`config.mk`:
```
export PLATFORM = sky130hd
export DESIGN_NAME = t1_tx_chan_cond
export DESIGN_NICKNAME = d
export VERILOG_FILES = /design/src/rtl/t1c_pkg.sv /design/src/rtl/t1c_bit_pick.sv /design/src/rtl/t1c_byte_finish.sv /design/src/rtl/t1_tx_chan_cond.sv
export SDC_FILE = /design/constraint.sdc
export NUM_CORES = 1
export LEC_CHECK = 0
export ABC_AREA = 1
export ABC_CLOCK_PERIOD_IN_PS = 5050
export BUFFER_PORTS_ARGS = -buffer_cell sky130_fd_sc_hd__buf_2
export CAP_MARGIN = 20
export CORE_UTILIZATION = 49
export CTS_BUF_LIST = sky130_fd_sc_hd__clkbuf_4 sky130_fd_sc_hd__clkbuf_8
export CTS_CLUSTER_DIAMETER = 120
export DETAILED_ROUTE_END_ITERATION = 10
export PLACE_DENSITY_LB_ADDON = 0.25
export SYNTH_ARGS = -nofsm -noshare
export SYNTH_HDL_FRONTEND = slang
export SYNTH_SLANG_ARGS = --single-unit
```
`constraint.sdc`:
```
create_clock -name clk -period 5.05 [get_ports clk]
set_clock_uncertainty 0.1 [all_clocks]
set_input_delay 1.01 -clock clk [delete_from_list [all_inputs] [get_ports clk]]
set_output_delay 1.01 -clock clk [all_outputs]
set_load 0.03 [all_outputs]
```
`src/rtl/t1c_pkg.sv`:
```
`timescale 1ns/1ps
package t1c_pkg;
    localparam int BYTE_W    = 8;
    localparam int BIT_IDX_W = $clog2(BYTE_W);

    typedef logic [BYTE_W-1:0]    chan_byte_t;
    typedef logic [BIT_IDX_W-1:0] bit_idx_t;

    // index 0 is bit 1, the first bit on the line
    localparam bit_idx_t   SIG_IDX   = bit_idx_t'(BYTE_W - 1);
    localparam int         STUFF_POS = BYTE_W - 2;
    localparam int         YEL_POS   = 1;
    localparam chan_byte_t IDLE_7F   = ~chan_byte_t'(1);

    typedef struct packed {
        chan_byte_t asm_b;
        chan_byte_t out_b;
        logic       ser;
    } cond_state_t;
endpackage

```
`src/rtl/t1c_bit_pick.sv`:
```
`timescale 1ns/1ps
module t1c_bit_pick
    import t1c_pkg::*;
#(
    parameter int NUM_CH = 24,
    localparam int CH_W  = $clog2(NUM_CH)
) (
    input  logic [CH_W-1:0]   chan_idx,
    input  bit_idx_t          bit_idx,
    input  logic              sig_frame,
    input  logic              ser_in,
    input  logic              sig_in,
    input  logic [NUM_CH-1:0] idle_mask,
    input  logic [NUM_CH-1:0] clear_mask,
    input  logic [NUM_CH-1:0] sig_mask,
    input  logic              idle_ff,
    input  logic              sig_en,
    output logic              bit_o,
    output logic              ch_clear
);
    logic       ch_ok;
    logic       ch_idle;
    logic       ch_sig;
    logic       rob;
    logic       data_bit;
    chan_byte_t idle_code;

    always_comb begin
        ch_ok     = (32'(chan_idx) < NUM_CH);
        ch_idle   = ch_ok && idle_mask[chan_idx];
        ch_clear  = ch_ok && clear_mask[chan_idx];
        ch_sig    = ch_ok && sig_mask[chan_idx];
        idle_code = idle_ff ? '1 : IDLE_7F;
        data_bit  = ch_idle ? idle_code[bit_idx] : ser_in;
        rob       = sig_en && sig_frame && ch_sig && !ch_clear && (bit_idx == SIG_IDX);
        bit_o     = rob ? sig_in : data_bit;
    end
endmodule

```
`src/rtl/t1c_byte_finish.sv`:
```
`timescale 1ns/1ps
module t1c_byte_finish
    import t1c_pkg::*;
(
    input  chan_byte_t raw,
    input  logic       stuff_en,
    input  logic       yellow_en,
    input  logic       ch_clear,
    output chan_byte_t fin
);
    always_comb begin
        fin = raw;
        if (yellow_en) begin
            fin[YEL_POS] = 1'b0;
        end
        if (stuff_en && !ch_clear && (fin == '0)) begin
            fin[STUFF_POS] = 1'b1;
        end
    end
endmodule

```
`src/rtl/t1_tx_chan_cond.sv`:
```
`timescale 1ns/1ps
module t1_tx_chan_cond
    import t1c_pkg::*;
#(
    parameter int NUM_CH = 24,
    localparam int CH_W  = $clog2(NUM_CH)
) (
    input  logic              clk,
    input  logic              rst_n,
    input  logic              bit_vld,
    input  logic [CH_W-1:0]   chan_idx,
    input  logic [2:0]        bit_idx,
    input  logic              sig_frame,
    input  logic              ser_in,
    input  logic              sig_in,
    input  logic [NUM_CH-1:0] idle_mask,
    input  logic [NUM_CH-1:0] clear_mask,
    input  logic [NUM_CH-1:0] sig_mask,
    input  logic              idle_ff,
    input  logic              sig_en,
    input  logic              stuff_en,
    input  logic              yellow_en,
    input  logic              blue_en,
    output logic              ser_out
);
    cond_state_t st_d, st_q;
    logic        in_bit;
    logic        ch_clear;
    chan_byte_t  full_b;
    chan_byte_t  fin_b;

    t1c_bit_pick #(.NUM_CH(NUM_CH)) u_pick (
        .chan_idx  (chan_idx),
        .bit_idx   (bit_idx),
        .sig_frame (sig_frame),
        .ser_in    (ser_in),
        .sig_in    (sig_in),
        .idle_mask (idle_mask),
        .clear_mask(clear_mask),
        .sig_mask  (sig_mask),
        .idle_ff   (idle_ff),
        .sig_en    (sig_en),
        .bit_o     (in_bit),
        .ch_clear  (ch_clear)
    );

    // the word completes with the bit arriving now in the last position
    assign full_b = {in_bit, st_q.asm_b[BYTE_W-2:0]};

    t1c_byte_finish u_fin (
        .raw      (full_b),
        .stuff_en (stuff_en),
        .yellow_en(yellow_en),
        .ch_clear (ch_clear),
        .fin      (fin_b)
    );

    always_comb begin
        st_d = st_q;
        if (bit_vld) begin
            st_d.asm_b[bit_idx] = in_bit;
            st_d.ser            = blue_en | st_q.out_b[bit_idx];
            if (bit_idx == SIG_IDX) begin
                st_d.out_b = fin_b;
            end
        end
    end

    always_ff @(posedge clk) begin
        if (!rst_n) begin
            st_q <= '0;
        end else begin
            st_q <= st_d;
        end
    end

    assign ser_out = st_q.ser;


    blue_ones_chk: assert property (@(posedge clk) disable iff (!rst_n)
        (bit_vld && blue_en) |=> ser_out);


    hold_gap_chk: assert property (@(posedge clk) disable iff (!rst_n)
        !bit_vld |=> $stable(ser_out));


    stuff_nonzero_chk: assert property (@(posedge clk) disable iff (!rst_n)
        (bit_vld && bit_idx == SIG_IDX && stuff_en && !ch_clear) |=> (st_q.out_b != '0));


    yellow_bit2_chk: assert property (@(posedge clk) disable iff (!rst_n)
        (bit_vld && bit_idx == SIG_IDX && yellow_en) |=> !st_q.out_b[YEL_POS]);
endmodule

```
==> metrics, run 1 <==
Synth Area in Compound Gates=0.136; DRT Pass-1 Iters=4; Worst Setup End Kind=register; die area=3510 um^2; wire length per cell=10.6 um; first-pass GRT wire length=7.42 mm; Switching Fraction=0.329; cts hold-fix bufs=0; Post-Synth Adder-Cell Area=0; async set-reset flop share out of synthesis=0; core area=3080 um^2; VDD IR max=195 uV; count of buffers from port buffering=91; min-delay worst type=register to register; TritonCTS Sinks=16; Yosys cell types=23; clock latency on the worst-skew pair=0.29 ns; largest family of logic cells by synthesized area=simple AND/OR/NAND/NOR gates; Main synth FF type=dfxtp_1; initial antenna violation count=0; sw power=0.111 mW; CTS buffer count=3; DR vias=2114; internal cell power=0.228 mW; Max H-tree Level=1; setup TNS=0 ns; post-synthesis register bit count=16; max cap viols=0; mux contribution to synthesized area=0.00623; CTS max path bufs=2; crit path time final=2.90 ns; CP startpoint kind=input port; GP Congestion=0.901; Post-Syn Nets=384; Routed Wire Length=4.41 mm; sequential power share=0.393; TritonCTS clock tree=built; pwr dens=166 nW/um^2; Starting Density=0.522; achievable frequency=0.345 GHz; RSZ-0062 raised after global routing=no; post-route ant nets=0; normalized max-slew margin=0.603; Post-Syn Instances=293; Final period util=0.575; # DRC=0; Setup CP Type=input port to register; Post-Synth Simple-Gate Area=0.512; global-route usage over all layers=0.267; xor/xnor cell area share of the yosys netlist=0; Design Area, Final=2050 um^2; final setup violation count=0; Detailed Route Iter0 Violations=219; largest net degree at the start of global routing=40; layout overhead on the synthesized area=27.3%; Post-Syn Area per Cell=5.49 um^2; Nets=466; Diodes inserted=0; total congestion overflow=0; share of cells above drive strength 1=0.273; Worst Tran Pin Value=0.596 ns; Worst Path Arrival=3.00 ns; Syn Std Cell Area=1610 um^2; Final Hold Fails=0; Max Slew Vio Count=0; Leak Pwr=1.13 nW; row count=20; sequential area share after synthesis=0.199; Clock power frac=0.251; CTS resizes=0; status=finished clean; io pins=92; CTS root buffer=clkbuf_4; Die Width=59.3 um; Max FO, Critical Path=39; Synth Warn #=0; CP required=5.14 ns; DP HPWL=3.52 mm; post-CTS setup buffers=0; Comb power frac=0.356; placed cell area=2010 um^2; vias per inst=5.06; Reg clk slew, reported paths=0.09 ns; vias in the first global route=1839; Post-synth EDFFs=0; Die H=59.3 um
==> critical path, stage by stage <==
cell and delay, ns:
buf_2 0.47, inv_2 0.38, nand2_1 0.14, nand3_1 0.08
nand3_1 0.10, nand3_1 0.11, nand2_1 0.07, nand2_1 0.08
nor2_4 0.11, nand2_2 0.07, nand2_4 0.11, nand3_1 0.08
o211ai_1 0.11, inv_1 0.06
==> synthesized netlist by cell type (5+ instances only) <==
library cell | n | share of area
buf_6 | 6 | 0.042
buf_2 | 5 | 0.016
inv_1 | 31 | 0.072
dfxtp_1 | 16 | 0.20
nand3_1 | 58 | 0.18
nand2_1 | 87 | 0.20
o21ai_0 | 17 | 0.053
o211ai_1 | 11 | 0.051
nor2_1 | 36 | 0.084
a21oi_1 | 8 | 0.025
==> through the flow <==
stage	instances	setup WS [ns]	util	power (mW)	hold WS, ns
after detailed placement	414	1.87	0.653	0.256	0.365
final	418	2.15	0.665	0.339	0.377
after global placement	414	1.91	0.653	0.255	0.351
after CTS	418	2.17	0.665	0.340	0.378
after floorplan	293	2.67	-	0.213	0.329
after global routing	418	1.83	0.665	0.362	0.390
==> power by group through the flow <==
stage / registers, mW / clock network (mW) / logic (mW)
6_report: 0.133 / 0.0852 / 0.121
5_1_grt: 0.134 / 0.0900 / 0.138
4_1_cts: 0.133 / 0.0861 / 0.120
3_5_place_dp: 0.136 / 0 / 0.120
3_3_place_gp: 0.136 / 0 / 0.119
2_1_floorplan: 0.137 / 0 / 0.0764
==> layout make-up <==
class / count / area (um^2)
clock buffers: 4 / 36.3
fillers: 316 / 1030
inverters: 34 / 128
multi-input cells: 229 / 1050
flip-flops and latches: 16 / 320
well taps: 44 / 55.1
repair buffers: 91 / 455
==> layout by cell type (no fill, tap or decap), types with 3 or more instances in the layout <==
| cell | synthesis | final |
|---|---|---|
| buf_2 | 5 | 91 |
| nand2_1 | 87 | 87 |
| nand3_1 | 58 | 58 |
| nor2_1 | 36 | 36 |
| inv_1 | 31 | 31 |
| o21ai_0 | 17 | 17 |
| dfxtp_1 | 16 | 16 |
| o211ai_1 | 11 | 11 |
| a21oi_1 | 8 | 8 |
| clkbuf_4 | 0 | 3 |
==> logic make-up after synthesis <==
logic type             Yosys count
AOI/OAI and AO/OA               38
buffers and inverters           48
and+or+nand+nor                190
DFF                             16
muxes                            1
==> flip-flops by register name, indices dropped and copies added (netlist names) <==
name	flops
ser_out	1
st_q	8
full_b	7
==> metal layers <==
metal	up-vias	track usage	wire length, um
li1	1121	-	-
met1	911	0.367	2070
met2	80	0.457	2010
met3	2	0.0415	315
met4	0	0.0170	16
met5	-	0	0
==> worst paths after layout <==
path	startpoint	to	slack, ns	cells past startpoint
hold reg to reg	st_q[6]$_SDFFE_PN0P_	st_q[6]$_SDFFE_PN0P_	0.38	2
setup reg to reg	full_b[1]$_SDFFE_PN0P_	st_q[7]$_SDFFE_PN0P_	3.80	7
setup / recovery	chan_idx[0]	st_q[8]$_SDFFE_PN0P_	2.15	14
hold / removal	st_q[6]$_SDFFE_PN0P_	st_q[6]$_SDFFE_PN0P_	0.38	2
Power figures use the tool's default switching activity.
==> run 2: changes to the inputs <==
- ABC_AREA: 1 -> 0
- ABC_CLOCK_PERIOD_IN_PS: 5050 -> 2600
- CORE_UTILIZATION: 49 -> 40
- clock period: 5.05 -> 2.6 ns (I/O delays scaled with it)
==> metrics, run 2 <==
status=finished clean; CP bufs+invs=1; Max H-tree Level=1; DR vias=1571; Reg clk slew, reported paths=0.06 ns; Synth Warn #=0; Final Hold Fails=0; CTS max path bufs=2; Post-Syn Instances=165; sw power=0.188 mW; normalized max-slew margin=0.643; cell taking the most area after synthesis=mux2i_1; TritonCTS Sinks=16; commonest cells after routing, fill and taps aside=buf_2, mux2i_1, nand2_1, dfxtp_1, a21boi_0; DRT Pass-1 Iters=4; Top delay family on crit path=multiplexers; layout filler cell count=351; vias in the first global route=1570; Yosys cell types=41; io pins=92; Worst Path Arrival=2.22 ns; vias per inst=5.18; Nets=349; Setup CP Type=input port to register; global-route usage over all layers=0.207; Syn Std Cell Area=1490 um^2; max cap viols=0; Max Slew Vio Count=0; GP Congestion=0.838; post-synthesis register bit count=16; WL met1=1.73 mm; total congestion overflow=0; sequential power share=0.365; Final period util=0.850; Clock power frac=0.319; initial antenna violation count=0; routed wl met2=1.83 mm; largest net degree at the start of global routing=18; Routed Wire Length=3.86 mm; Switching Fraction=0.270; Post-Syn Area per Cell=9.05 um^2; Worst path most repeated cell=mux2i_1; share of cells above drive strength 1=0.444; async set-reset flop share out of synthesis=0; post-route ant nets=0; setup TNS=0 ns; top post-synthesis cells by area=mux2i_1, dfxtp_1, nand2_1; Detailed Route Iter0 Violations=72; pre-CTS setup slack=0.118 ns; top post-synthesis cells by count=mux2i_1, nand2_1, dfxtp_1; number of flip-flops under the largest register name=8; Worst Setup End Kind=register; Post-Syn Nets=256; top-count cell post-synth=mux2i_1; DR top layer=met4; TritonCTS clock tree=built; crit-path max cell delay=0.50 ns; Die Width=63.1 um; RSZ-0062 raised after global routing=no; Post-synth EDFFs=0; die area=3980 um^2; layout overhead on the synthesized area=36.3%; final hold slack=0.361 ns; critical-path cell with the highest stage delay=mux4_2; met3 wire length=236 um; Top reg by flops=st_q; CTS resizes=0; row count=21; Starting Density=0.431; # DRC=0; internal cell power=0.509 mW; post-CTS setup buffers=0; share of the synthesized area in the top cell type=0.255; pwr dens=343 nW/um^2; CTS root buffer=clkbuf_8; commonest non-fill, non-tap cell in the layout=buf_2; CTS buffer count=3; Leak Pwr=0.989 nW; crit path time final=2.21 ns; achievable frequency=0.453 GHz; FF-to-FF setup slack=1.28 ns; sequential area share after synthesis=0.214; cts hold-fix bufs=0; min-delay worst type=register to register; core area=3470 um^2; first-pass GRT wire length=6.75 mm; final core utilization=0.587; Worst Tran Pin Value=0.534 ns; Die H=63.1 um; Max FO, Critical Path=8; fin worst setup slack=0.391 ns; wire length per cell=12.7 um; Main synth FF type=dfxtp_1; Diodes inserted=0; Comb power frac=0.317; Design Power=0.698 mW; CP required=2.62 ns; count of buffers from port buffering=91; CP startpoint kind=input port; VDD IR max=270 uV; Critical Path, Cell by Cell=buf_2, mux4_2, mux2i_1, nor3b_1, a221oi_2, mux2_4, mux2i_1, a21oi_1; clock latency on the worst-skew pair=0.25 ns; DP HPWL=3.19 mm; final setup violation count=0
run 2: cell count changes in the layout (fill, tap and decap cells not counted), moves of 7 or more:
cell      before  now
mux2i_1        1   38
inv_1         31    1
a22oi_1        0    7
a21boi_0       0   10
nor2_1        36    6
nand3_1       58    7
nand2_1       87   25
o21ai_0       17    3
nor2b_1        0    8
o211ai_1      11    0
run 2: stage by stage:
stage	area (um^2)	cells
6_report	2040	303
5_1_grt	2040	303
4_1_cts	2040	303
3_5_place_dp	1980	299
3_3_place_gp	1980	299
2_1_floorplan	1490	165
run 2: worst register-to-register path, stage by stage (launching register included):
cell and delay [ns]:
dfxtp_1 0.33, nor4_1 0.25, o21ai_0 0.11, nor4_1 0.29
a31o_1 0.18
run 2: cell type report:
cell class,count,area [um^2],share of cell area
clock buffer,4,55.1,0.0270
timing repair buffer,96,505,0.248
multi-input combinational,140,1090,0.537
inverter,1,3.75,0.00184
sequential,16,320,0.157
tap,46,57.6,0.0283
run 2: logic make-up after synthesis:
group,after synthesis,synth area share
AND/OR/NAND/NOR,60,0.204
multiplexers,45,0.350
flip-flops,16,0.214
buffers and inverters,9,0.0528
AO/OA/AOI/OAI,35,0.179
run 2: final timing paths:
check	start	endpoint	cells after the start
min reg2reg	st_q[6]$_SDFFE_PN0P_	st_q[6]$_SDFFE_PN0P_	2
max	chan_idx[0]	st_q[8]$_SDFFE_PN0P_	8
max reg2reg	full_b[2]$_SDFFE_PN0P_	st_q[7]$_SDFFE_PN0P_	4
min	st_q[6]$_SDFFE_PN0P_	st_q[6]$_SDFFE_PN0P_	2
run 2: power by group through the flow:
stage,clock (mW),combinational [mW],sequential (mW)
2_1_floorplan,0,0.131,0.261
3_3_place_gp,0,0.220,0.260
3_5_place_dp,0,0.222,0.260
4_1_cts,0.227,0.223,0.254
5_1_grt,0.235,0.247,0.255
6_report,0.222,0.221,0.254
run 2: layer usage:
metal	GRT usage	up-vias
li1	-	810
met1	0.242	700
met2	0.378	53
met3	0.0453	8
met4	0.0523	0
met5	0	-
==> run 3: changes to the inputs <==
- ABC_CLOCK_PERIOD_IN_PS: 2600 -> 2000
- clock period: 2.6 -> 2 ns (I/O delays scaled with it)
==> metrics, run 3 (synthesis gave the netlist of run 2 again) <==
status=finished with violations; failing checks=setup timing; DP HPWL=3.28 mm; vias in the first global route=1595; crit-path max cell delay=0.52 ns; RR Startpoint=full_b[2]$_SDFFE_PN0P_; wire length per cell=12.8 um; Worst Setup End Kind=register; Setup CP Type=input port to register; Die H=63.1 um; # DRC=0; post-route ant nets=0; FF-to-FF setup slack=0.55 ns; Worst Min Path Start=blue_en; CTS buffer count=3; Critical R2R Capture=st_q[7]$_SDFFE_PN0P_; Final Hold Fails=0; met3 Resource Use GR=0.0562; Diodes inserted=0; commonest cells after routing, fill and taps aside=buf_2, mux2i_1, nand2_1, dfxtp_1, buf_4; TritonCTS clock tree=built; Min-Delay Endpoint=ser_out$_SDFFE_PN0P_; vias per inst=5.18; CP required=2.03 ns; max cap viols=0; share of cells above drive strength 1=0.476; achievable frequency=0.485 GHz; reg2reg path depth=4; largest net degree at the start of global routing=18; pwr dens=435 nW/um^2; Max H-tree Level=1; Max Slew Vio Count=0; placed cell area=2060 um^2; post-CTS setup buffers=0; Design Area, Final=2140 um^2; CP startpoint kind=input port; global-route usage over all layers=0.209; layout overhead on the synthesized area=43.0%; final hold slack=0.286 ns; Top delay family on crit path=multiplexers; Nets=359; Worst Tran Pin Value=0.365 ns; RSZ-0062 raised after global routing=yes; Top reg by flops=st_q; CTS root buffer=clkbuf_8; Max FO, Critical Path=8; Worst Path Arrival=2.10 ns; Final period util=1.03; Die Width=63.1 um; critical-path cell with the highest stage delay=mux4_2; GR Layer Usage met2=0.388; core area=3470 um^2; count of buffers from port buffering=91; number of flip-flops under the largest register name=8; final core utilization=0.616; io pins=92; min-delay worst type=input port to register; final setup violation count=2; worst hold stages=3; CP bufs+invs=1; Detailed Route Iter0 Violations=41; Critical Path, Cell by Cell=buf_8, mux4_2, mux2i_2, nor3b_2, a221oi_2, mux2_4, mux2i_2, a21oi_1; row count=21; initial antenna violation count=0; CTS max path bufs=2; most used routing layer=met2; Routed Wire Length=4.00 mm; Reg clk slew, reported paths=0.06 ns; total congestion overflow=0; die area=3980 um^2; DRT Pass-1 Iters=4; met1 Use GR=0.229; commonest non-fill, non-tap cell in the layout=buf_2; clock latency on the worst-skew pair=0.25 ns; Leak Pwr=1.04 nW; Worst path most repeated cell=mux2i_2; crit path time final=2.06 ns; first-pass GRT wire length=6.70 mm; fin worst setup slack=-0.0635 ns; VDD IR max=380 uV; GP Congestion=0.821; Starting Density=0.431; normalized max-slew margin=0.751; DR vias=1621; TritonCTS Sinks=16
run 3: cell types whose count changed in the layout (fill, tap and decap cells not counted):
| cell | change |
|---|---|
| mux2i_1 | -2 |
| buf_2 | -2 |
| nor3b_2 | +1 |
| mux2i_2 | +2 |
| clkbuf_4 | +1 |
| buf_4 | +10 |
| buf_8 | +1 |
| nor3b_1 | -1 |
run 3: worst max-delay path by stage:
stage	startpoint	to	slack [ns]	depth (start not counted)
global placement	chan_idx[0]	st_q[7]$_SDFFE_PN0P_	-0.33	8
CTS	chan_idx[0]	st_q[7]$_SDFFE_PN0P_	-0.07	8
global route	chan_idx[0]	st_q[7]$_SDFFE_PN0P_	-0.16	8
detailed placement	chan_idx[0]	st_q[7]$_SDFFE_PN0P_	-0.38	8
floorplan	chan_idx[0]	st_q[8]$_SDFFE_PN0P_	-0.19	8
finish	chan_idx[0]	st_q[8]$_SDFFE_PN0P_	-0.06	8
run 3: final cells by class:
| class | count | area, um^2 |
|---|---|---|
| Clock buffer | 4 | 55.1 |
| Timing Repair Buffer | 106 | 593 |
| Fill cell | 322 | 1330 |
| Tap cell | 46 | 57.6 |
| Multi-Input combinational cell | 140 | 1110 |
| Sequential cell | 16 | 320 |
| Inverter | 1 | 3.75 |
run 3: timing repair:
item / CTS / global route
pin swaps: 2 / 1
gates resized for setup: 4 / 3
setup endpoints to repair: 6 / 9
hold buffers: 0 / 0
run 3: per-layer routing:
metal,routed length (um),vias to the layer above,share of wire
met5,0,-,0
met4,50,0,0.013
met3,268,6,0.067
met2,2000,53,0.50
met1,1680,728,0.42
li1,-,834,-
run 3: worst register-to-register path, stage by stage, from the launching register on:
cell     delay (ns)
dfxtp_1        0.33
nor4_1         0.27
o21ai_0        0.15
nor4_1         0.36
a31o_1         0.19
run 3: stage by stage:
stage	instances	setup TNS [ns]	setup WS, ns	power (mW)
5_1_grt	313	-0.668	-0.160	0.984
3_5_place_dp	309	-2.60	-0.377	0.643
6_report	313	-0.126	-0.0635	0.929
3_3_place_gp	309	-2.37	-0.332	0.638
2_1_floorplan	165	-1.06	-0.189	0.511
4_1_cts	313	-0.127	-0.0690	0.933
run 3: report_power, final:
part           internal, mW  total, mW  leakage, nW  switching (mW)
Clock                 0.175      0.286       0.0288           0.111
Combinational         0.180      0.313        0.878           0.133
Sequential            0.326      0.330        0.130         0.00430
